[config.mk]
export PLATFORM = sky130hd
export DESIGN_NAME = charlcd_writer
export DESIGN_NICKNAME = d
export VERILOG_FILES = /design/src/rtl/charlcd_pkg.sv /design/src/rtl/charlcd_strobe.sv /design/src/rtl/charlcd_cursor.sv /design/src/rtl/charlcd_writer.sv
export SDC_FILE = /design/constraint.sdc
export NUM_CORES = 1
export LEC_CHECK = 0
export CORE_UTILIZATION = 35
export CTS_CLUSTER_DIAMETER = 150
export DETAILED_ROUTE_END_ITERATION = 8
export DONT_BUFFER_PORTS = 1
export PLACE_DENSITY_LB_ADDON = 0.08
export SLEW_MARGIN = 0
export SYNTH_ARGS = -nofsm -noshare
export SYNTH_HDL_FRONTEND = slang
export SYNTH_HIERARCHICAL = 1
export SYNTH_SLANG_ARGS = --single-unit
[constraint.sdc]
create_clock -name clk -period 3 [get_ports clk]
set_input_delay 0.6 -clock clk [delete_from_list [all_inputs] [get_ports clk]]
set_output_delay 0.6 -clock clk [all_outputs]
set_load 0.005 [all_outputs]
[src/rtl/charlcd_pkg.sv]
package charlcd_pkg;

    localparam int BYTE_W   = 8;
    localparam int INIT_LEN = 4;
    localparam int IDX_W    = $clog2(INIT_LEN);

    typedef logic [BYTE_W-1:0] lcd_byte_t;

    // setup commands, sent in this order after reset
    localparam lcd_byte_t CMD_FUNC     = 8'h38;  // 8-bit bus, two lines, 5x7 font
    localparam lcd_byte_t CMD_DISPLAY  = 8'h0C;  // display on, cursor hidden
    localparam lcd_byte_t CMD_ENTRY    = 8'h06;  // auto-increment entry
    localparam lcd_byte_t CMD_CLEAR    = 8'h01;  // clear screen
    localparam lcd_byte_t CMD_SET_ADDR = 8'h80;  // OR-ed with the character address

    function automatic lcd_byte_t init_cmd(input logic [IDX_W-1:0] idx);
        lcd_byte_t c;
        unique case (idx)
            2'd0:    c = CMD_FUNC;
            2'd1:    c = CMD_DISPLAY;
            2'd2:    c = CMD_ENTRY;
            default: c = CMD_CLEAR;
        endcase
        return c;
    endfunction

    typedef enum logic [1:0] {
        STB_IDLE,
        STB_SETUP,
        STB_HIGH,
        STB_LOW
    } stb_phase_e;

    typedef enum logic [2:0] {
        SEQ_BOOT,
        SEQ_BOOT_WAIT,
        SEQ_SETTLE,
        SEQ_IDLE,
        SEQ_CHAR_WAIT,
        SEQ_MOVE,
        SEQ_MOVE_WAIT
    } seq_phase_e;

endpackage

[src/rtl/charlcd_strobe.sv]
module charlcd_strobe
    import charlcd_pkg::*;
#(
    parameter int unsigned HALF_CYCLES = 1_000_000
) (
    input  logic      clk,
    input  logic      rst,
    input  logic      start,
    input  lcd_byte_t byte_in,
    input  logic      rs_in,
    output lcd_byte_t bus,
    output logic      rs,
    output logic      en,
    output logic      done
);

    localparam int unsigned CNT_W = $clog2(HALF_CYCLES + 1);
    localparam logic [CNT_W-1:0] CNT_LAST = CNT_W'(HALF_CYCLES - 1);

    typedef struct packed {
        stb_phase_e       phase;
        logic [CNT_W-1:0] cnt;
        lcd_byte_t        bus;
        logic             rs;
        logic             en;
    } stb_t;

    localparam stb_t STB_RST = '{phase: STB_IDLE, cnt: '0, bus: '0, rs: 1'b0, en: 1'b0};

    stb_t stb_d, stb_q;

    always_comb begin
        stb_d = stb_q;
        done  = 1'b0;
        unique case (stb_q.phase)
            STB_IDLE: begin
                if (start) begin
                    // bus is set one cycle ahead of the enable edge
                    stb_d.bus   = byte_in;
                    stb_d.rs    = rs_in;
                    stb_d.phase = STB_SETUP;
                end
            end
            STB_SETUP: begin
                stb_d.en    = 1'b1;
                stb_d.cnt   = '0;
                stb_d.phase = STB_HIGH;
            end
            STB_HIGH: begin
                if (stb_q.cnt == CNT_LAST) begin
                    stb_d.en    = 1'b0;
                    stb_d.cnt   = '0;
                    stb_d.phase = STB_LOW;
                end else begin
                    stb_d.cnt = stb_q.cnt + CNT_W'(1);
                end
            end
            STB_LOW: begin
                if (stb_q.cnt == CNT_LAST) begin
                    stb_d.cnt   = '0;
                    stb_d.phase = STB_IDLE;
                    done        = 1'b1;
                end else begin
                    stb_d.cnt = stb_q.cnt + CNT_W'(1);
                end
            end
            default: stb_d = STB_RST;
        endcase
    end

    always_ff @(posedge clk) begin
        if (rst) stb_q <= STB_RST;
        else     stb_q <= stb_d;
    end

    assign bus = stb_q.bus;
    assign rs  = stb_q.rs;
    assign en  = stb_q.en;

endmodule

[src/rtl/charlcd_cursor.sv]
module charlcd_cursor
    import charlcd_pkg::*;
#(
    parameter int unsigned COLS = 16,
    parameter int unsigned ROWS = 2
) (
    input  logic      clk,
    input  logic      rst,
    input  logic      step,
    output logic      line_full,
    output lcd_byte_t line_cmd
);

    localparam int unsigned COL_W = (COLS > 1) ? $clog2(COLS) : 1;
    localparam int unsigned ROW_W = (ROWS > 1) ? $clog2(ROWS) : 1;
    localparam logic [COL_W-1:0] COL_LAST = COL_W'(COLS - 1);
    localparam logic [ROW_W-1:0] ROW_LAST = ROW_W'(ROWS - 1);

    typedef struct packed {
        logic [COL_W-1:0] col;
        logic [ROW_W-1:0] row;
    } cur_t;

    cur_t cur_d, cur_q;

    // odd rows start at 0x40; rows 2 and 3 follow a line further on
    function automatic lcd_byte_t addr_cmd(input logic [ROW_W-1:0] r);
        int unsigned base;
        base = (int'(r) % 2) * 64 + (int'(r) / 2) * COLS;
        return CMD_SET_ADDR | lcd_byte_t'(base);
    endfunction

    always_comb begin
        cur_d = cur_q;
        if (step) begin
            if (cur_q.col == COL_LAST) begin
                cur_d.col = '0;
                cur_d.row = (cur_q.row == ROW_LAST) ? '0 : cur_q.row + ROW_W'(1);
            end else begin
                cur_d.col = cur_q.col + COL_W'(1);
            end
        end
    end

    always_ff @(posedge clk) begin
        if (rst) cur_q <= '0;
        else     cur_q <= cur_d;
    end

    assign line_full = (cur_q.col == COL_LAST);
    assign line_cmd  = addr_cmd(cur_q.row);

endmodule

[src/rtl/charlcd_writer.sv]
module charlcd_writer
    import charlcd_pkg::*;
#(
    parameter int unsigned HALF_CYCLES   = 1_000_000,
    parameter int unsigned SETTLE_CYCLES = 100_000,
    parameter int unsigned COLS          = 16,
    parameter int unsigned ROWS          = 2
) (
    input  logic       clk,
    input  logic       rst,
    input  logic       char_valid,
    input  logic [7:0] char_data,
    output logic       char_ready,
    output logic [7:0] lcd_data,
    output logic       lcd_rs,
    output logic       lcd_rw,
    output logic       lcd_en,
    output logic       init_done
);

    localparam int unsigned SET_W = $clog2(SETTLE_CYCLES + 1);
    localparam logic [SET_W-1:0] SET_LAST = SET_W'(SETTLE_CYCLES - 1);
    localparam logic [IDX_W-1:0] IDX_LAST = IDX_W'(INIT_LEN - 1);

    typedef struct packed {
        seq_phase_e       phase;
        logic [IDX_W-1:0] boot_idx;
        logic [SET_W-1:0] settle;
        logic             init_done;
    } seq_t;

    localparam seq_t SEQ_RST = '{phase: SEQ_BOOT, boot_idx: '0, settle: '0, init_done: 1'b0};

    seq_t      seq_d, seq_q;
    logic      stb_start, stb_rs, stb_done, stb_en, stb_rs_out;
    lcd_byte_t stb_byte, stb_bus;
    logic      cur_step, cur_full;
    lcd_byte_t cur_cmd;

    charlcd_strobe #(.HALF_CYCLES(HALF_CYCLES)) u_strobe (
        .clk     (clk),
        .rst     (rst),
        .start   (stb_start),
        .byte_in (stb_byte),
        .rs_in   (stb_rs),
        .bus     (stb_bus),
        .rs      (stb_rs_out),
        .en      (stb_en),
        .done    (stb_done)
    );

    charlcd_cursor #(.COLS(COLS), .ROWS(ROWS)) u_cursor (
        .clk       (clk),
        .rst       (rst),
        .step      (cur_step),
        .line_full (cur_full),
        .line_cmd  (cur_cmd)
    );

    always_comb begin
        seq_d      = seq_q;
        stb_start  = 1'b0;
        stb_byte   = init_cmd(seq_q.boot_idx);
        stb_rs     = 1'b0;
        cur_step   = 1'b0;
        char_ready = 1'b0;
        unique case (seq_q.phase)
            SEQ_BOOT: begin
                stb_start   = 1'b1;
                seq_d.phase = SEQ_BOOT_WAIT;
            end
            SEQ_BOOT_WAIT: begin
                if (stb_done) begin
                    if (seq_q.boot_idx == IDX_LAST) begin
                        seq_d.init_done = 1'b1;
                        seq_d.settle    = '0;
                        seq_d.phase     = SEQ_SETTLE;
                    end else begin
                        seq_d.boot_idx = seq_q.boot_idx + IDX_W'(1);
                        seq_d.phase    = SEQ_BOOT;
                    end
                end
            end
            SEQ_SETTLE: begin
                if (seq_q.settle == SET_LAST) seq_d.phase  = SEQ_IDLE;
                else                          seq_d.settle = seq_q.settle + SET_W'(1);
            end
            SEQ_IDLE: begin
                char_ready = 1'b1;
                stb_byte   = char_data;
                stb_rs     = 1'b1;
                if (char_valid) begin
                    stb_start   = 1'b1;
                    seq_d.phase = SEQ_CHAR_WAIT;
                end
            end
            SEQ_CHAR_WAIT: begin
                if (stb_done) begin
                    cur_step    = 1'b1;
                    seq_d.phase = cur_full ? SEQ_MOVE : SEQ_IDLE;
                end
            end
            SEQ_MOVE: begin
                // cursor has already stepped to the new row
                stb_byte    = cur_cmd;
                stb_start   = 1'b1;
                seq_d.phase = SEQ_MOVE_WAIT;
            end
            SEQ_MOVE_WAIT: begin
                if (stb_done) seq_d.phase = SEQ_IDLE;
            end
            default: seq_d = SEQ_RST;
        endcase
    end

    always_ff @(posedge clk) begin
        if (rst) seq_q <= SEQ_RST;
        else     seq_q <= seq_d;
    end

    assign lcd_data  = stb_bus;
    assign lcd_rs    = stb_rs_out;
    assign lcd_en    = stb_en;
    assign lcd_rw    = 1'b0;
    assign init_done = seq_q.init_done;

endmodule

## Word-level counts from Yosys, hierarchy flattened

Cells that the tools add are included.

| word-level totals | value |
|---|---|
| register bits | 60 |
| input port bits | 11 |
| logic and storage cells | 94 |

| operators by class | value |
|---|---|
| add/sub/neg operators | 5 |
| equality and inequality tests | 26 |
| mux-type cells | 33 |
| bitwise gates (word level) | 2 |
| reductions and logical operators | 17 |

Operator list:

| operator | number |
|---|---|
| case mux 17 bit (3 select lines) | 1 |
| case mux 20 bit (2 select lines) | 1 |
| 2-to-1 mux 23 bit | 1 |
| case mux 3 bit (7 select lines) | 1 |
| adder 20 x 1 -> 20 bit (second input constant) | 1 |
| == test 20 bit (second input constant) | 1 |
| 2-to-1 mux 20 bit | 1 |
| 2-to-1 mux 18 bit | 1 |
| inequality test 2 bit (second input constant) | 9 |
| case mux 6 bit (3 select lines) | 1 |
| adder 17 x 1 -> 17 bit (second input constant) | 1 |
| == test 17 bit (second input constant) | 1 |
| 2-to-1 mux 17 bit | 1 |
| case mux 8 bit (2 select lines) | 1 |
| 2-to-1 mux 3 bit | 5 |
| 2-to-1 mux 2 bit | 5 |
| == test 3 bit (second input constant) | 3 |
| AND reduction 3 bit | 3 |
| == test 2 bit (second input constant) | 4 |
| 2-to-1 mux 1 bit | 8 |
| case mux 2 bit (4 select lines) | 1 |
| == test 3 x 2 -> 1 bit (second input constant) | 2 |
| case mux 1 bit (2 select lines) | 3 |
| AND reduction 2 bit | 3 |
| 18 further kinds | 24 |

## Longest topological paths before layout

Gate-level depths: netlist of run 1.

| logic depth | value |
|---|---|
| depth in word-level cells | 6 |
| mapped depth | 9 |

## By module

Netlist of run 1, hierarchy kept.

Modules (own cells, without submodules):

| module | instances | cells an instance | area an instance (um2) |
|---|---|---|---|
| charlcd_strobe | 1 | 190 | 1,720.4 |
| charlcd_writer | 1 | 201 | 1,652.8 |
| charlcd_cursor | 1 | 34 | 292.8 |

## Least setup slack after synthesis of run 1

No wires, ideal clock.

| timing | value |
|---|---|
| path type | flip-flop to flip-flop |
| start | reg u_strobe/stb_q[16] in the netlist's numbering |
| end | reg seq_q[12] in the netlist's numbering |
| library setup time | 70 ps |
| data arrival time | 2,434 ps |
| required time | 2,930 ps |
| slack | 497 ps |
| stages on the path, launching flop included | 9 |
| clock period less this slack | 2,503 ps |
| path through | dfxtp_1 > or4b_1 > nor4b_1 > and4_1 > and4bb_2 > a22o_4 > o211ai_4 > or3_1 > a21oi_1 |

| on the way | value |
|---|---|
| word-level cells in the longest chain between the ends | 5 |

Ends and longest elaborated chain:

| element | RTL line | text |
|---|---|---|
| from (decl) | charlcd_strobe.sv:30 | `stb_t stb_d, stb_q;` |
| from (signal assigned) | charlcd_strobe.sv:73 | `else stb_q <= stb_d;` |
| == test 20 bit | charlcd_strobe.sv:59 | `if (stb_q.cnt == CNT_LAST) begin` |
| 2-to-1 mux 1 bit | charlcd_strobe.sv:59 |  |
| 2-to-1 mux 1 bit | charlcd_strobe.sv:35 | `unique case (stb_q.phase)` |
| named net stb_done | charlcd_writer.sv:35 | `logic stb_start, stb_rs, stb_done, stb_en, stb_rs_out;` |
| inequality test 2 bit (no source line) | - |  |
| AND reduction 4 bit (no source line) | - |  |
| to (signal assigned) | charlcd_writer.sv:118 | `else seq_q <= seq_d;` |
| to (decl) | charlcd_writer.sv:34 | `seq_t seq_d, seq_q;` |

The timed path passes the listed nets, and every way through them passes these cells.
A chain may end at the register's enable or synchronous reset.

## Worst setup path in the final report of run 1

| timing | value |
|---|---|
| start | reg u_strobe/stb_q[17] in the netlist's numbering |
| end | reg seq_q[12] in the netlist's numbering |

The elaborated chain is that of the path after synthesis.

==> flow_metrics.tcl, run 1 <==
set metrics [dict create \
    status "complete, no violations" \
    yosysTopAreaCellShare_pct 32.76 \
    cpPeakStageDelay_ns 0.51 \
    clk_pin_slew_ns 0.07 \
    syn_area_per_cell_sq_um 8.626 \
    crit_path_max_fanout 7 \
    cp.required_ns 3.26 \
    hpwl_microns 5554 \
    startpoint "u_strobe/stb_q[17]$_SDFFE_PP0N_" \
    power.density_mw_per_mm2 468.5 \
    period_minus_slack_ns 2.816 \
    ioPinCount 24 \
    first_iter_violations 141 \
    syn-cell-area_sq_mm 0.003666 \
    clkSinkCount 60 \
    use_met1_pct 20.29 \
    wl_per_cell_microns 14.49 \
    grt_pass1_wl_microns 13460 \
    critical_path_class "flip-flop to flip-flop" \
    p_sw_mw 0.5240 \
    p_int_mw 1.272 \
    critical_path.cell_chain "or4b_1 > nor4b_1 > and4_1 > and4bb_2 > a22o_4 > o211ai_4 > or3_1 > a21oi_1" \
    via_per_inst 5.297 \
    min-delay-start "rst" \
    rsz0062_at_grt "false" \
    syn_to_final_growth_pct 4.573 \
    finalCritPeriodShare_pct 93.88 \
    layout_setup_ws_ns 0.1837 \
    seq_power_share_pct 48.7 \
    cts-buffers-inserted 9 \
    cts_setup_buffers 0 \
    rr_worst_depth 8 \
    die_area_sq_mm 0.01089 \
    min_path_type "input pin to flip-flop" \
    place.port_buffers 0 \
    clockBufferDepth 2 \
    synth_cells 425 \
    maxSlewHeadroom_pct 60.77 \
    insertedDiodeCount 0 \
    cap_violations 0 \
    dpl_cell_area_sq_mm 0.003657 \
    final_common_cell "dfxtp_1" \
    gp_congestion 0.7775 \
    cts_tree "yes" \
    synth_top_cell_by_area "dfxtp_1" \
    power_mw 1.796 \
    ys_seq_area_share_pct 32.76 \
    drt_first_pass_iters 4 \
    dr_total_vias 2903 \
    leakagePower_nw 1.277 \
    dp_slack_ns 0.2508 \
    switching_share_pct 29.17 \
    clkPwrFrac_pct 36.9 \
    fmax_ghz 0.3551 \
    endpoint_kind "flip-flop" \
    wirelength_microns 7938 \
    core_sq_mm 0.009955 \
    yosysWarnings 6 \
    final_util_pct 38.51 \
    ys_types 70 \
    peakVddDrop_mv 0.2179 \
    r2r_start "u_strobe/stb_q[17]$_SDFFE_PP0N_" \
    slew_violations 0 \
    grt_usage_pct 15.44 \
    ctsResizeCount 0 \
    antenna_found_initial 0 \
    synthArstFlopShare_pct 0 \
    ys.flop_type "dfxtp_1" \
    worst_slew_pin_slew_ns 0.5859 \
    crit_arrival_ns 3.08 \
    min_path_cells 1 \
    cts_htree_levels 3 \
    final_nets 434 \
    comb_power_share_pct 14.5 \
    grt_start_max_net_pins 34 \
    grt_remaining_overflow 0 \
    die_x_microns 104.3 \
    drtAntennaViolNets 0 \
    synth-edff-count 0 \
    busiest_layer "met2" \
    fin_tns_setup_ns 0 \
    mostFrequentLayoutCells "dfxtp_1 (60), nand2_1 (36), nor2_1 (34)" \
    holdBufCountCts 0 \
    grt_pass1_vias 2706 \
    hold_viol 0 \
    synth_seq_cells 60 \
    row_count 36 \
    clk_latency_ns 0.34 \
    fp.dieH_microns 104.3 \
    grt_use_met3_pct 3.759 \
    fin_worst_skew_ns 0.01202 \
    cp-start-kind "flip-flop" \
    drive_above_1_share_pct 13.25 \
    use_met2_pct 23.84 \
    final_cell_area_sq_mm 0.003834 \
    synth.area.top_cells "dfxtp_1 (33%), ha_1 (4.1%), buf_4 (3.9%), a21oi_1 (3.8%), nand2_1 (3.7%)" \
    slowest_stage "or4b_1" \
    start_util_pct 36.83 \
    setup_viol_count_final 0 \
    cts_root_buf "clkbuf_8" \
    drc 0 \
]
[critical path: cells and delay by family, from the launching register on]
kind / cells / cell delay [ns]
compound gates: 3 / 0.43
flops: 1 / 0.37
simple gates: 5 / 1.94
[path summary, 6_finish.rpt]
kind	end	slack (ns)
max	seq_q[12]$_SDFFE_PP0P_	0.18
min	u_cursor/cur_q[1]$_SDFFE_PP0P_	0.32
max reg2reg	seq_q[12]$_SDFFE_PP0P_	0.18
min reg2reg	u_strobe/bus[4]$_SDFFE_PP0P_	0.47
[cell families after synthesis]
group | after synthesis | share of synthesized area (%)
flops | 60 | 32.76
other cells | 3 | 0.3071
simple gates | 177 | 29.15
buf+inv | 46 | 7.748
compound gates | 95 | 17.75
xor+xnor | 23 | 5.700
fa+ha+maj | 12 | 4.095
mux | 9 | 2.492
[flip-flops by register name (all words and copies together) (netlist names)]
register / flops
u_cursor/cur_q: 5
u_strobe/rs: 1
u_strobe/bus: 8
seq_q: 22
u_strobe/stb_q: 22
init_done: 1
u_strobe/en: 1
[final cells by class]
type	count	area (sq um)
clock buffer	11	151.4
clock inverter	4	25.02
fill	1027	6121
inverter	8	30.03
multi-input combinational	324	2200
sequential	60	1201
tap	133	166.4
timing repair buffer	8	60.06
[per-layer routing]
metal,vias to the layer above,routed length [microns]
met3,14,359
met1,1350,3949
li1,1491,-
met2,48,3459
met5,-,0
met4,0,170
[cell usage after synthesis (3+ instances only)]
| cell | instances |
|---|---|
| a211oi_1 | 3 |
| a21oi_1 | 28 |
| a21oi_2 | 6 |
| a22oi_1 | 3 |
| a31oi_1 | 3 |
| and2_1 | 3 |
| and3_1 | 6 |
| and4_1 | 4 |
| and4_4 | 3 |
| buf_4 | 19 |
| buf_6 | 5 |
| clkbuf_1 | 10 |
| conb_1 | 3 |
| dfxtp_1 | 60 |
| ha_1 | 12 |
| inv_1 | 8 |
| mux2i_1 | 8 |
| nand2_1 | 36 |
| nand2b_1 | 6 |
| nand3_1 | 18 |
| nand4_1 | 15 |
| nor2_1 | 34 |
| nor2b_1 | 6 |
| nor3_1 | 4 |
| o21ai_0 | 19 |
| o22a_1 | 5 |
| o22ai_1 | 9 |
| o31ai_1 | 6 |
| or3_1 | 9 |
| or4_4 | 5 |
| xnor2_1 | 8 |
| xor2_1 | 14 |
[power by group through the flow]
stage	Combinational [mW]	Sequential [mW]	Clock (mW)
floorplan	0.261	0.877	0
global placement	0.260	0.892	0
detailed placement	0.263	0.892	0
CTS	0.264	0.875	0.688
global route	0.296	0.879	0.723
finish	0.260	0.874	0.662
[metrics by stage]
stage          hold WS, ns  std cells
3_3_place_gp        0.4577        533
2_1_floorplan       0.4367        430
3_5_place_dp        0.4605        533
5_1_grt             0.3024        548
6_report            0.3231        548
4_1_cts             0.3005        548
(Power assumes the default switching activity.)
==> run 2, diff against run 1 <==
--- a/config.mk
+++ b/config.mk
@@ -5,11 +5,13 @@
 export SDC_FILE = /design/constraint.sdc
 export NUM_CORES = 1
 export LEC_CHECK = 0
+export ABC_AREA = 1
 export CORE_UTILIZATION = 35
 export CTS_CLUSTER_DIAMETER = 150
 export DETAILED_ROUTE_END_ITERATION = 8
 export DONT_BUFFER_PORTS = 1
 export PLACE_DENSITY_LB_ADDON = 0.08
+export SKIP_LAST_GASP = 1
 export SLEW_MARGIN = 0
 export SYNTH_ARGS = -nofsm -noshare
 export SYNTH_HDL_FRONTEND = slang
==> run 2 against run 1 <==
Clock skew is 0.0063 ns lower. Core utilization shrank 1.0 points. Die area rose by 6.0%. Routed wire length is 11% higher. Sequential power up 14%. Final cell count up 28%. Worst setup slack improved by 0.51 ns. Register-to-register slack improved by 0.51 ns. Via count up 15%. Clock power increased by 8.0%. Combinational power grew to 4.5 times the previous value. Sequential share of layout area down 1.8 points. Critical path type unchanged. Largest power group is now combinational cells.
==> flow_metrics.tcl, run 2 <==
set metrics [dict create \
    status "complete, no violations" \
    crit_path_max_fanout 5 \
    cp.required_ns 3.24 \
    crit_end "u_cursor/cur_q[0]$_SDFFE_PP0P_" \
    wl_met2_microns 4113 \
    final_nets 580 \
    gp_congestion 0.8073 \
    grt_remaining_overflow 0 \
    leakagePower_nw 1.433 \
    rsz0062_at_grt "false" \
    critical_path.cell_chain "ha_1 > nand2_1 > nor2_2 > nand2_2 > nor4_1 > buf_4 > inv_1 > nor2_1 > nand2_2 > nor2_2 > nand2_1 > nand2_1 > nor2_1" \
    cap_violations 0 \
    clkSinkCount 60 \
    slowest_stage "dfxtp_1" \
    cts-buffers-inserted 9 \
    startpoint "u_strobe/stb_q[10]$_SDFFE_PP0N_" \
    grt_pass1_wl_microns 14620 \
    cp.depth 13 \
    place.port_buffers 0 \
    crit_arrival_ns 2.55 \
    ys_seq_area_share_pct 30.89 \
    holdBufCountCts 0 \
    fin_worst_skew_ns 0.005718 \
    clockBufferDepth 2 \
    grt_usage_pct 16.44 \
    drt_first_pass_iters 4 \
    cp-start-kind "flip-flop" \
    cts_tree "yes" \
    setup_viol_count_final 0 \
    syn-cell-area_sq_mm 0.003889 \
    r2r_start "u_strobe/stb_q[10]$_SDFFE_PP0N_" \
    synthArstFlopShare_pct 0 \
    cpPeakStageDelay_ns 0.37 \
    mostFrequentLayoutCells "nand2_1 (122), nor2_1 (90), dfxtp_1 (60)" \
    yosysTopAreaCellShare_pct 30.89 \
    core_sq_mm 0.01084 \
    hold_viol 0 \
    final_common_cell "nand2_1" \
    synth_cells 567 \
    wl_per_cell_microns 12.50 \
    yosysWarnings 6 \
    rr_worst_depth 13 \
    cts_setup_buffers 0 \
    drive_above_1_share_pct 13.35 \
    ioPinCount 24 \
    dp_slack_ns 0.6827 \
    cts_root_buf "clkbuf_8" \
    row_count 38 \
    antenna_found_initial 0 \
    period_minus_slack_ns 2.305 \
    slew_violations 0 \
    layout_setup_ws_ns 0.6948 \
    ctsResizeCount 0 \
    yosysMostFrequentCell "nand2_1" \
    nFillCells 1198 \
    crit_buf_inv 2 \
    timing.rr.end "u_cursor/cur_q[0]$_SDFFE_PP0P_" \
    first_iter_violations 100 \
    endpoint_kind "flip-flop" \
    ys.flop_type "dfxtp_1" \
    fp.dieH_microns 107.4 \
    wl_met1_microns 4318 \
    met3_length_microns 276 \
    power.density_mw_per_mm2 711.3 \
    dr_total_vias 3325 \
    clk_latency_ns 0.35 \
    via_per_inst 4.736 \
    fin_tns_setup_ns 0 \
    final_util_pct 37.47 \
    hpwl_microns 6488 \
    synth-edff-count 0 \
    drc 0 \
    drtAntennaViolNets 0 \
    dpl_cell_area_sq_mm 0.003876 \
    min_path_type "input pin to flip-flop" \
    critical_path_class "flip-flop to flip-flop" \
    start_util_pct 35.87 \
    peakVddDrop_mv 0.3309 \
    cts_htree_levels 3 \
    fmax_ghz 0.4338 \
    wirelength_microns 8773 \
    synth_top_cell_by_area "dfxtp_1" \
    highest_layer "met4" \
    synth.area.top_cells "dfxtp_1 (31%), nand2_1 (12%), nor2_1 (8.7%), nand3_1 (6.4%), inv_1 (5.4%)" \
    insertedDiodeCount 0 \
    ff2ff_setup_slack_ns 0.69 \
    synth_common_cells "nand2_1 (122), nor2_1 (90), dfxtp_1 (60)" \
    clk_pin_slew_ns 0.07 \
    die_x_microns 107.4 \
    syn_area_per_cell_sq_um 6.858 \
    finalCritPeriodShare_pct 76.84 \
    grt_start_max_net_pins 22 \
    syn_to_final_growth_pct 4.440 \
    final_cell_area_sq_mm 0.004061 \
    ys_types 38 \
    cp_top_family "simple AND/OR/NAND/NOR gates" \
    cp_common_cell "nand2_1" \
    grt_pass1_vias 2988 \
    die_area_sq_mm 0.01154 \
    synth_seq_cells 60 \
]
==> run 2: worst min-delay path by stage <==
stage / slack, ns / to / cells after the start / start
4_1_cts: 0.29 / seq_q[3]$_SDFFE_PP0P_ / 1 / rst
2_1_floorplan: 0.44 / init_done$_SDFFE_PP0P_ / 2 / init_done$_SDFFE_PP0P_
5_1_grt: 0.28 / seq_q[3]$_SDFFE_PP0P_ / 1 / rst
3_3_place_gp: 0.49 / init_done$_SDFFE_PP0P_ / 2 / init_done$_SDFFE_PP0P_
6_report: 0.32 / seq_q[3]$_SDFFE_PP0P_ / 1 / rst
3_5_place_dp: 0.48 / init_done$_SDFFE_PP0P_ / 2 / init_done$_SDFFE_PP0P_
==> run 2: worst reg2reg max path, cell delays in order, from the launching register on <==
cell and delay, ns:
dfxtp_1 0.37, ha_1 0.23, nand2_1 0.08, nor2_2 0.12, nand2_2 0.09, nor4_1 0.33
buf_4 0.20, inv_1 0.07, nor2_1 0.33, nand2_2 0.14, nor2_2 0.12, nand2_1 0.06
nand2_1 0.05, nor2_1 0.03
==> run 2: cell type report <==
cell class,count,area (sq um),share of cell area (%)
sequential,60,1201,29.57
timing repair buffer,2,15.01,0.3697
clock buffer,12,135.1,3.327
clock inverter,4,50.05,1.232
inverter,62,235.2,5.792
tap,140,175.2,4.313
multi-input combinational,422,2250,55.39
==> run 2: report_power, final <==
group	internal, mW	switching, mW
clock	0.383	0.332
sequential	0.905	0.0977
combinational	0.332	0.839
total	1.62	1.27
==> run 2: kinds of logic (layout without fill, tap and decap cells) <==
logic type / after synthesis / count (layout) / synth area share (%)
xor+xnor: 13 / 13 / 2.928
buf+inv: 90 / 80 / 11.74
flops: 60 / 60 / 30.89
fa+ha+maj: 12 / 12 / 3.861
other cells: 3 / 8 / 0.2896
compound gates: 51 / 51 / 8.237
mux: 1 / 1 / 0.2574
simple gates: 337 / 337 / 41.80
==> run 2: routing by layer <==
layer	up-vias	GRT usage, %
met1	1497	20.90
li1	1779	-
met4	0	4.110
met5	-	0
met2	43	26.91
met3	6	5.145
==> run 2: through the flow <==
stage,power [mW],std cells,hold slack (ns)
final,2.889,702,0.3163
after global routing,3.131,702,0.2818
after CTS,2.947,702,0.2860
after detailed placement,2.213,686,0.4826
after global placement,2.209,686,0.4861
after floorplan,2.131,572,0.4411
